<file path="src/rtl/timer_host_pkg.sv">
package timer_host_pkg;
  localparam int NUM_CH = 3;
  localparam int BYTE_W = 8;
  localparam int CNT_W  = 2 * BYTE_W;
  localparam int MODE_W = 3;
  localparam int SEL_W  = 2;

  typedef enum logic [1:0] {
    ACC_LATCH = 2'd0,
    ACC_LO    = 2'd1,
    ACC_HI    = 2'd2,
    ACC_WORD  = 2'd3
  } acc_t;

  typedef enum logic [1:0] {
    SNAP_NONE = 2'd0,
    SNAP_LO   = 2'd1,
    SNAP_HI   = 2'd2,
    SNAP_WORD = 2'd3
  } snap_t;

  function automatic logic [BYTE_W-1:0] pack_status(
    input logic              lvl,
    input acc_t              acc,
    input logic [MODE_W-1:0] mode,
    input logic              bcd
  );
    return {lvl, 1'b0, acc, mode, bcd};
  endfunction
endpackage

</file>
<file path="src/rtl/timer_ctrl_decode.sv">
module timer_ctrl_decode
  import timer_host_pkg::*;
(
  input  logic              cw_wr,
  input  logic [7:1]        cw,
  output logic [NUM_CH-1:0] cfg_we,
  output logic [NUM_CH-1:0] cnt_req,
  output logic [NUM_CH-1:0] st_req
);
  logic [SEL_W-1:0] sel;
  logic [1:0]       acc_f;
  logic             is_rb;

  assign sel   = cw[7:6];
  assign acc_f = cw[5:4];
  assign is_rb = (sel == 2'd3);

  for (genvar i = 0; i < NUM_CH; i++) begin : g_dec
    logic hit;
    logic rb_hit;
    assign hit    = cw_wr && !is_rb && (sel == SEL_W'(i));
    assign rb_hit = cw_wr && is_rb && cw[i+1];
    assign cfg_we[i]  = hit && (acc_f != 2'd0);
    assign cnt_req[i] = (hit && (acc_f == 2'd0)) || (rb_hit && !cw[5]);
    assign st_req[i]  = rb_hit && !cw[4];
  end
endmodule

</file>
<file path="src/rtl/timer_chan_port.sv">
module timer_chan_port
  import timer_host_pkg::*;
(
  input  logic              clk,
  input  logic              rst_n,
  input  logic              data_wr,
  input  logic              data_rd,
  input  logic              cfg_we,
  input  logic              cnt_req,
  input  logic              st_req,
  input  logic [BYTE_W-1:0] wdata,
  input  logic [CNT_W-1:0]  live_cnt,
  input  logic              out_lvl,
  output logic [BYTE_W-1:0] rdata,
  output logic [MODE_W-1:0] mode,
  output logic              bcd,
  output logic              load,
  output logic [CNT_W-1:0]  load_val
);
  acc_t              acc_q, acc_d;
  logic [MODE_W-1:0] mode_q, mode_d;
  logic              bcd_q, bcd_d;
  logic              wr_hi_q, wr_hi_d;
  logic              rd_hi_q, rd_hi_d;
  logic [BYTE_W-1:0] stage_q, stage_d;
  snap_t             snap_q, snap_d;
  logic [CNT_W-1:0]  snap_val_q, snap_val_d;
  logic              st_pend_q, st_pend_d;
  logic [BYTE_W-1:0] st_val_q, st_val_d;
  logic              load_q, load_d;
  logic [CNT_W-1:0]  load_val_q, load_val_d;
  logic              upd_en;

  assign upd_en = data_wr | data_rd | cfg_we | cnt_req | st_req;

  always_comb begin
    acc_d      = acc_q;
    mode_d     = mode_q;
    bcd_d      = bcd_q;
    wr_hi_d    = wr_hi_q;
    rd_hi_d    = rd_hi_q;
    stage_d    = stage_q;
    snap_d     = snap_q;
    snap_val_d = snap_val_q;
    st_pend_d  = st_pend_q;
    st_val_d   = st_val_q;
    load_d     = 1'b0;
    load_val_d = load_val_q;
    if (cfg_we) begin
      acc_d   = acc_t'(wdata[5:4]);
      mode_d  = wdata[3:1];
      bcd_d   = wdata[0];
      wr_hi_d = 1'b0;
      rd_hi_d = 1'b0;
    end
    if (cnt_req && (snap_q == SNAP_NONE)) begin
      snap_d     = snap_t'(acc_q);
      snap_val_d = live_cnt;
    end
    if (st_req && !st_pend_q) begin
      st_pend_d = 1'b1;
      st_val_d  = pack_status(out_lvl, acc_q, mode_q, bcd_q);
    end
    if (data_wr) begin
      unique case (acc_q)
        ACC_LO: begin
          load_d     = 1'b1;
          load_val_d = {{BYTE_W{1'b0}}, wdata};
        end
        ACC_HI: begin
          load_d     = 1'b1;
          load_val_d = {wdata, {BYTE_W{1'b0}}};
        end
        ACC_WORD: begin
          if (!wr_hi_q) begin
            stage_d = wdata;
            wr_hi_d = 1'b1;
          end else begin
            load_d     = 1'b1;
            load_val_d = {wdata, stage_q};
            wr_hi_d    = 1'b0;
          end
        end
        default: ;
      endcase
    end
    if (data_rd) begin
      if (st_pend_q) begin
        st_pend_d = 1'b0;
      end else if (snap_q != SNAP_NONE) begin
        snap_d = (snap_q == SNAP_WORD) ? SNAP_HI : SNAP_NONE;
      end else if (acc_q == ACC_WORD) begin
        rd_hi_d = ~rd_hi_q;
      end
    end
  end

  always_comb begin
    if (st_pend_q) begin
      rdata = st_val_q;
    end else begin
      unique case (snap_q)
        SNAP_LO, SNAP_WORD: rdata = snap_val_q[BYTE_W-1:0];
        SNAP_HI:            rdata = snap_val_q[CNT_W-1:BYTE_W];
        default: begin
          if ((acc_q == ACC_HI) || ((acc_q == ACC_WORD) && rd_hi_q))
            rdata = live_cnt[CNT_W-1:BYTE_W];
          else
            rdata = live_cnt[BYTE_W-1:0];
        end
      endcase
    end
  end

  always_ff @(posedge clk or negedge rst_n) begin
    if (!rst_n) begin
      acc_q      <= ACC_WORD;
      mode_q     <= '0;
      bcd_q      <= 1'b0;
      wr_hi_q    <= 1'b0;
      rd_hi_q    <= 1'b0;
      stage_q    <= '0;
      snap_q     <= SNAP_NONE;
      snap_val_q <= '0;
      st_pend_q  <= 1'b0;
      st_val_q   <= '0;
    end else if (upd_en) begin
      acc_q      <= acc_d;
      mode_q     <= mode_d;
      bcd_q      <= bcd_d;
      wr_hi_q    <= wr_hi_d;
      rd_hi_q    <= rd_hi_d;
      stage_q    <= stage_d;
      snap_q     <= snap_d;
      snap_val_q <= snap_val_d;
      st_pend_q  <= st_pend_d;
      st_val_q   <= st_val_d;
    end
  end

  always_ff @(posedge clk or negedge rst_n) begin
    if (!rst_n) begin
      load_q     <= 1'b0;
      load_val_q <= '0;
    end else begin
      load_q     <= load_d;
      load_val_q <= load_val_d;
    end
  end

  assign mode     = mode_q;
  assign bcd      = bcd_q;
  assign load     = load_q;
  assign load_val = load_val_q;

  AST_LOAD_FROM_WRITE: assert property (@(posedge clk) disable iff (!rst_n)
    load_q |-> $past(data_wr));
  AST_WORD_FIRST_NO_LOAD: assert property (@(posedge clk) disable iff (!rst_n)
    (data_wr && (acc_q == ACC_WORD) && !wr_hi_q) |=> !load_q);
  AST_SNAP_HELD: assert property (@(posedge clk) disable iff (!rst_n)
    ((snap_q != SNAP_NONE) && !data_rd) |=> $stable(snap_val_q));
  AST_STATUS_FIRST: assert property (@(posedge clk) disable iff (!rst_n)
    (data_rd && st_pend_q) |=> (!st_pend_q && $stable(snap_q)));
  AST_IDLE_NO_CHANGE: assert property (@(posedge clk) disable iff (!rst_n)
    !(data_wr || data_rd || cfg_we || cnt_req || st_req)
      |=> $stable({st_pend_q, snap_q, rd_hi_q, wr_hi_q}));
endmodule

</file>
<file path="src/rtl/timer_host_if.sv">
module timer_host_if
  import timer_host_pkg::*;
(
  input  logic                     clk,
  input  logic                     rst_n,
  input  logic                     wr_en,
  input  logic                     rd_en,
  input  logic [SEL_W-1:0]         addr,
  input  logic [BYTE_W-1:0]        wdata,
  output logic [BYTE_W-1:0]        rdata,
  input  logic [NUM_CH*CNT_W-1:0]  ch_count,
  input  logic [NUM_CH-1:0]        ch_out,
  output logic [NUM_CH-1:0]        ch_load,
  output logic [NUM_CH*CNT_W-1:0]  ch_load_val,
  output logic [NUM_CH*MODE_W-1:0] ch_mode,
  output logic [NUM_CH-1:0]        ch_bcd
);
  localparam logic [SEL_W-1:0] CTRL_ADDR = SEL_W'(NUM_CH);

  logic              cw_wr;
  logic [NUM_CH-1:0] cfg_we, cnt_req, st_req;
  logic [BYTE_W-1:0] chan_rdata [NUM_CH];

  assign cw_wr = wr_en && (addr == CTRL_ADDR);

  timer_ctrl_decode u_dec (
    .cw_wr   (cw_wr),
    .cw      (wdata[7:1]),
    .cfg_we  (cfg_we),
    .cnt_req (cnt_req),
    .st_req  (st_req)
  );

  for (genvar i = 0; i < NUM_CH; i++) begin : g_ch
    logic dwr, drd;
    assign dwr = wr_en && (addr == SEL_W'(i));
    assign drd = rd_en && !wr_en && (addr == SEL_W'(i));
    timer_chan_port u_ch (
      .clk      (clk),
      .rst_n    (rst_n),
      .data_wr  (dwr),
      .data_rd  (drd),
      .cfg_we   (cfg_we[i]),
      .cnt_req  (cnt_req[i]),
      .st_req   (st_req[i]),
      .wdata    (wdata),
      .live_cnt (ch_count[i*CNT_W +: CNT_W]),
      .out_lvl  (ch_out[i]),
      .rdata    (chan_rdata[i]),
      .mode     (ch_mode[i*MODE_W +: MODE_W]),
      .bcd      (ch_bcd[i]),
      .load     (ch_load[i]),
      .load_val (ch_load_val[i*CNT_W +: CNT_W])
    );
  end

  always_comb begin
    unique case (addr)
      2'd0:    rdata = chan_rdata[0];
      2'd1:    rdata = chan_rdata[1];
      2'd2:    rdata = chan_rdata[2];
      default: rdata = {BYTE_W{1'b1}};
    endcase
  end

  AST_ONE_HOT_LOAD: assert property (@(posedge clk) disable iff (!rst_n)
    $onehot0(ch_load));
endmodule

</file>
<file path="config.mk">
export PLATFORM = sky130hd
export DESIGN_NAME = timer_host_if
export DESIGN_NICKNAME = d
export VERILOG_FILES = /design/src/rtl/timer_host_pkg.sv /design/src/rtl/timer_ctrl_decode.sv /design/src/rtl/timer_chan_port.sv /design/src/rtl/timer_host_if.sv
export SDC_FILE = /design/constraint.sdc
export NUM_CORES = 1
export LEC_CHECK = 0
export BUFFER_PORTS_ARGS = -buffer_cell sky130_fd_sc_hd__buf_4
export CAP_MARGIN = 20
export CORE_UTILIZATION = 30
export DETAILED_ROUTE_END_ITERATION = 8
export HOLD_SLACK_MARGIN = 0.15
export PLACE_DENSITY = 0.48
export SETUP_SLACK_MARGIN = 0.1
export SKIP_LAST_GASP = 1
export SYNTH_ARGS = -nofsm -noshare
export SYNTH_HDL_FRONTEND = slang
export SYNTH_SLANG_ARGS = --single-unit
</file>
<file path="constraint.sdc">
create_clock -name clk -period 2.8 [get_ports clk]
set_input_delay 0.56 -clock clk [delete_from_list [all_inputs] [get_ports clk]]
set_output_delay 0.56 -clock clk [all_outputs]
set_load 0.01 [all_outputs]
</file>
-- Word level (Yosys, flattened, before mapping)
Cells that the tools add are included.
- input port bits: 65
- logic and storage cells: 241
- register bits after elaboration: 177
- equal/unequal tests: 27
- bitwise logic cells: 18
- reduce and logical (&&, ||, !) cells: 84
- muxes and demuxes: 76
- operators by type and width (operator ; number):
    $pmux W16 S3 ; 3
    $mux W16 ; 3
    $mux W8 ; 6
    $pmux W8 S2 ; 3
    $mux W1 ; 42
    $logic_and A1 B1 Y1 ; 37
    $eq A2 B2 Y1 const B ; 16
    $mux W2 ; 15
    $pmux W8 S3 ; 1
    $reduce_and A2 Y1 ; 9
    $eq A2 B1 Y1 const B ; 8
    $logic_not A2 Y1 ; 6
    $or A1 B1 Y1 ; 12
    $reduce_and A4 Y1 ; 3
    $reduce_or A2 Y1 ; 6
    $reduce_and A3 Y1 ; 3
    $reduce_bool A3 Y1 ; 3
    $reduce_bool A2 Y1 ; 4
    $logic_not A1 Y1 ; 7
    $logic_or A1 B1 Y1 ; 6
    $ne A2 B1 Y1 const B ; 3
    $not A1 Y1 ; 6
    $pmux W1 S2 ; 3

-- Longest topological paths before layout
- word-level depth: 11
- gate-level depth with buffers: 7

-- Hierarchy
A second synthesis with hierarchy kept.
- cells, all modules: 804
- area total of the unflattened synthesis: 8807.2 sq um
- by module, submodules not included (module ; cells an instance ; area an instance (sq um) ; sequential area each (sq um) ; instances):
    timer_chan_port at g_ch[1].u_ch ... ; 252 ; 2798.9 ; 1478.9 ; 2
    timer_chan_port at g_ch[0].u_ch ; 252 ; 2813.9 ; 1478.9 ; 1
    timer_host_if ; 29 ; 274.0 ; 0.0 ; 1
    timer_ctrl_decode ; 19 ; 121.4 ; 0.0 ; 1

-- Worst setup path after synthesis
No wires, ideal clock.
- kind: reg2out
- from: register g_ch[0].u_ch.acc_q[0]
- to: output rdata[6]
- path slack: 277 ps
- data arrival time: 1963 ps
- stages on the path, launching flop included: 7
- cell sequence: dfstp_2 -> inv_1 -> ha_1 -> a21oi_2 -> mux2_2 -> a221oi_1 -> o32ai_1
- cells in the longest elaborated chain, start to end: 7
- elaborated cells between the ends (all ways): 8
- classes of those cells: eq/ne: 2; mux: 4; reduce/logical: 2
- ends and longest elaborated chain (what ; RTL line ; source):
    start, declared ; timer_chan_port.sv:20 ; acc_t acc_q, acc_d;
    start signal, assigned ; timer_chan_port.sv:117 ; acc_q <= ACC_WORD;
    start signal, assigned ; timer_chan_port.sv:128 ; acc_q <= acc_d;
    $eq A2 B2 Y1 ; timer_chan_port.sv:106 ; if ((acc_q == ACC_HI) || ((acc_q == ACC_WORD) && rd_hi_q))
    $logic_and A1 B1 Y1 ; timer_chan_port.sv:106 ;
    $logic_or A1 B1 Y1 * ; timer_chan_port.sv:106 ;
    $mux W8 * ; timer_chan_port.sv:106 ;
    $pmux W8 S2 * ; timer_chan_port.sv:102 ; unique case (snap_q)
    $mux W8 * ; timer_chan_port.sv:99 ; if (st_pend_q) begin
    $pmux W8 S3 * ; timer_host_if.sv:58 ; unique case (addr)
    end, declared ; timer_host_if.sv:10 ; output logic [BYTE_W-1:0] rdata,
Mark *: on every way between the ends. The rest lies on a longest branch, timed or not.

-- Worst setup path after layout
- from: register g_ch[2].u_ch.acc_q[0]
- to: output rdata[3]
- cells in the longest elaborated chain, start to end: 7
- elaborated cells between the ends (all ways): 8
- classes of those cells: eq/ne: 2; mux: 4; reduce/logical: 2
- ends and longest elaborated chain (what ; RTL line):
    start, declared ; timer_chan_port.sv:20
    start signal, assigned ; timer_chan_port.sv:117
    start signal, assigned ; timer_chan_port.sv:128
    $eq A2 B2 Y1 ; timer_chan_port.sv:106
    $logic_and A1 B1 Y1 ; timer_chan_port.sv:106
    $logic_or A1 B1 Y1 * ; timer_chan_port.sv:106
    $mux W8 * ; timer_chan_port.sv:106
    $pmux W8 S2 * ; timer_chan_port.sv:102
    $mux W8 * ; timer_chan_port.sv:99
    $pmux W8 S3 * ; timer_host_if.sv:58
Marked as above.

==> metrics.md <==
| Metric | Value |
|---|---|
| Status | finished with violations |
| Failing checks | setup timing |
| Tot Pwr | about 9.2 mW |
| Routed via count | 6181 |
| RSZ-0062 raised after global routing | true |
| Req. time, crit path | between 2 and 2.5 ns |
| # fillers | ~2700 |
| Simple-gate share of the synthesized area | 11.1% |
| Reg area | 4440 um2 |
| Clk slew on worst S/H paths | 0.07 ns |
| Multi-input gate area | around 3700 um2 |
| FF-to-FF setup slack | between 0.6 and 0.7 ns |
| Die Y | ~170 um |
| Row cnt | 60 |
| EDFF count, synth | 0 |
| CP Class | register to output pin |
| Layout cells sized above 1 | a little under 40% |
| Final ANT Viol Nets | 0 |
| Via/cell ratio | 4.75 |
| Power Dens Cells | between 800 and 900 nW/um2 |
| H-tree level count | 4 |
| Synthesized area | 8380 um2 |
| Adder-cell share of the synthesized area | approximately 1.3% |
| GRT Total Usage | between 15 and 20% |
| Clock Latency Late Sink | approximately 0.44 ns |
| Max Slew Vio Count | 0 |
| Area grow syn2layout | 28.3% |
| Most frequent cells after synthesis | dfrtp_1, mux2_2, o21ai_0 |
| Rel. slew slack | ~51% |
| Syn Inst Count | between 700 and 800 |
| Hold depth | 2 |
| CTS sink count | approximately 180 |
| WL per Instance | ~18 um |
| Port Buffers | approximately 140 |
| Synth top area share | about 50% |
| Peak VDD IR | approximately 0.37 mV |
| CP Max Fanout | 7 |
| WHS | 0.359 ns |
| Starting density of the core | 30.8% |
| Final setup vio count | 6 |
| Final period utilization | 102% |
| Final HPWL DP | between 15000 and 20000 um |
| Initial drt markers | 323 |
| Seq cells post-synth | ~180 |
| R2R cell count | 6 |
| Asr flop ratio synth | 100% |
| DRC viols | 0 |
| Main synth FF type | dfrtp_1 |
| CTS Buf Count | 17 |
| GP Congestion | about 0.82 |
| Clock Path Buffers | 2 |
| Syn Area/Cell | about 11 um2 |
| Die extent in x | 169 um |
| Largest family of logic cells by synthesized area | multiplexers |
| Critical path launch point type | register |
| Die area | around 29000 um2 |
| Static Leak | 4.92 nW |
| N_diodes | 0 |
| Hold crit path type | primary input to register |
| Root Buffer | clkbuf_16 |
| Endpoint class of the critical path | output pin |
| Slew @ Worst Pin | between 0.7 and 0.8 ns |
| Multiplexer share of the synthesized area | ~17% |
| Peak Freq | between 0.3 and 0.4 GHz |
| Largest net degree at the start of global routing | 52 |
| Post-synth net total | about 850 |
| Count leader, synth | dfrtp_1 |
| Data arrival, critical path | about 2.3 ns |
| Final min period | 2.86 ns |
| XOR/XNOR share of the synthesized area | 0% |
| Final hold vios | 0 |
| Final worst setup slack | -0.0569 ns |
| # IOs | 136 |
| TNS Setup | -0.214 ns |
| Vias in the first global route | 6425 |
| Antenna violations before repair | 1 |
| Max Cap Viol | 0 |
| Yosys warns | 0 |
| DR pass1 iterations | 4 |
| CTS tree | done |
| Synth Area in Compound Gates | 12.9% |
| Total routed wirelength | about 24000 um |
| Setup Skew | about 0.012 ns |
| Core box area | between 20000 and 30000 um2 |
| Nets | roughly 1000 |
| Post-synthesis sequential area ratio | 52.9% |
| First-pass GRT wire length | around 37000 um |
| Leading area contributor after synthesis | dfrtp_1 |
| Unique cell type count in the Yosys netlist | 45 |
| Gr ovfl total | 0 |
| Top cells by area, synth | dfrtp_1, mux2_2, o21ai_0 |
==> state kept, by name, indices dropped and copies added, names as in the netlist <==
name and cells:
g_ch.u_ch.load_val 48, g_ch.u_ch.stage_q 24, g_ch.u_ch.snap_q 6, g_ch.u_ch.st_val_q 21, g_ch.u_ch.snap_val_q 48, g_ch.u_ch.acc_q 6
g_ch.u_ch.mode 9, g_ch.u_ch.rd_hi_q 3, g_ch.u_ch.wr_hi_q 3, g_ch.u_ch.st_pend_q 3, g_ch.u_ch.load 3, g_ch.u_ch.bcd 3
==> metrics by stage <==
| stage | util, % | worst slack (ns) | cell area (um2) | std cells |
|---|---|---|---|---|
| final | 39.6 | -0.0569 | 10800 | 1300 |
| after global routing | 39.6 | -0.178 | 10800 | 1300 |
| after CTS | 39.4 | -0.0610 | 10700 | 1297 |
| after detailed placement | 36.4 | 0.0211 | 9890 | 1255 |
| after global placement | 36.4 | -0.0313 | 9890 | 1255 |
| after floorplan | - | 0.277 | 8380 | 771 |
==> worst max-delay path: stages (launching register included) <==
cell and delay [ns]:
dfstp_2 0.54, inv_2 0.05, ha_4 0.17, a21oi_4 0.17, buf_8 0.18, mux2i_2 0.21, o21ai_1 0.09, a22oi_1 0.20
nand2_1 0.10, buf_4 0.16
==> cell usage in the layout (no fill, tap or decap), drive strengths merged, types with 3 or more instances in the layout <==
| cell | n |
|---|---|
| and2 | 4 |
| a21o | 7 |
| a32o | 5 |
| ha | 9 |
| mux2 | 108 |
| or2 | 4 |
| nand2 | 61 |
| mux2i | 24 |
| nor2 | 48 |
| buf | 180 |
| nand4 | 4 |
| nor2b | 8 |
| nand2b | 3 |
| a21oi | 46 |
| nor3b | 8 |
| a22o | 3 |
| inv | 39 |
| clkbuf | 18 |
| dfstp | 6 |
| nand3 | 38 |
| nor3 | 6 |
| a22oi | 33 |
| a211oi | 5 |
| dfrtp | 171 |
| o21ai | 69 |
==> final timing paths <==
check	startpoint	to
max	g_ch[2].u_ch.acc_q[0]	rdata[3]
max in group asynchronous	rst_n	g_ch[0].u_ch.acc_q[0]
min reg2reg	g_ch[2].u_ch.snap_val_q[10]	g_ch[2].u_ch.snap_val_q[10]
min in group asynchronous	rst_n	g_ch[2].u_ch.snap_val_q[10]
max reg2reg	g_ch[0].u_ch.acc_q[0]	g_ch[0].u_ch.stage_q[0]
min	ch_out[1]	g_ch[1].u_ch.st_val_q[7]
==> final cells by class <==
cell class | instances | share of cell area, %
Clock inverter | 14 | 1.56
Tap cell | 372 | 4.33
Multi-Input combinational cell | 508 | 34.7
Inverter | 30 | 1.07
Timing Repair Buffer | 181 | 13.1
Clock buffer | 18 | 3.99
Sequential cell | 177 | 41.3
==> power breakdown <==
| group | internal [mW] | switching [mW] |
|---|---|---|
| Sequential | 3.38 | 0.571 |
| Combinational | 1.46 | 1.32 |
| Clock | 1.35 | 1.10 |
==> metal layers <==
metal,share of wire (%),track usage [%],up-vias,wire [um]
met3,5.2,4.02,12,1230
met2,46,27.3,144,10900
li1,-,-,3016,-
met4,0.52,3.29,2,123
met5,0.072,0,-,17
met1,48,23.8,3007,11500
==> repair_timing <==
item,4_1_cts,5_1_grt
pin swaps,20,6
hold endpoints to repair,32,0
gates resized for setup,39,8
hold buffers,1,0
endpoints found under the setup margin,8,8
buffers inserted,9,3
==> cells by family (layout without fill, tap and decap cells) <==
logic type               count (synthesis)  count (layout)
AO/OA/AOI/OAI                          178             178
flip-flops                             177             177
adder cells (fa/ha/maj)                  9               9
multiplexers                           132             132
AND/OR/NAND/NOR                        189             189
buffers and inverters                   86             243
Power figures use the tool's default switching activity.
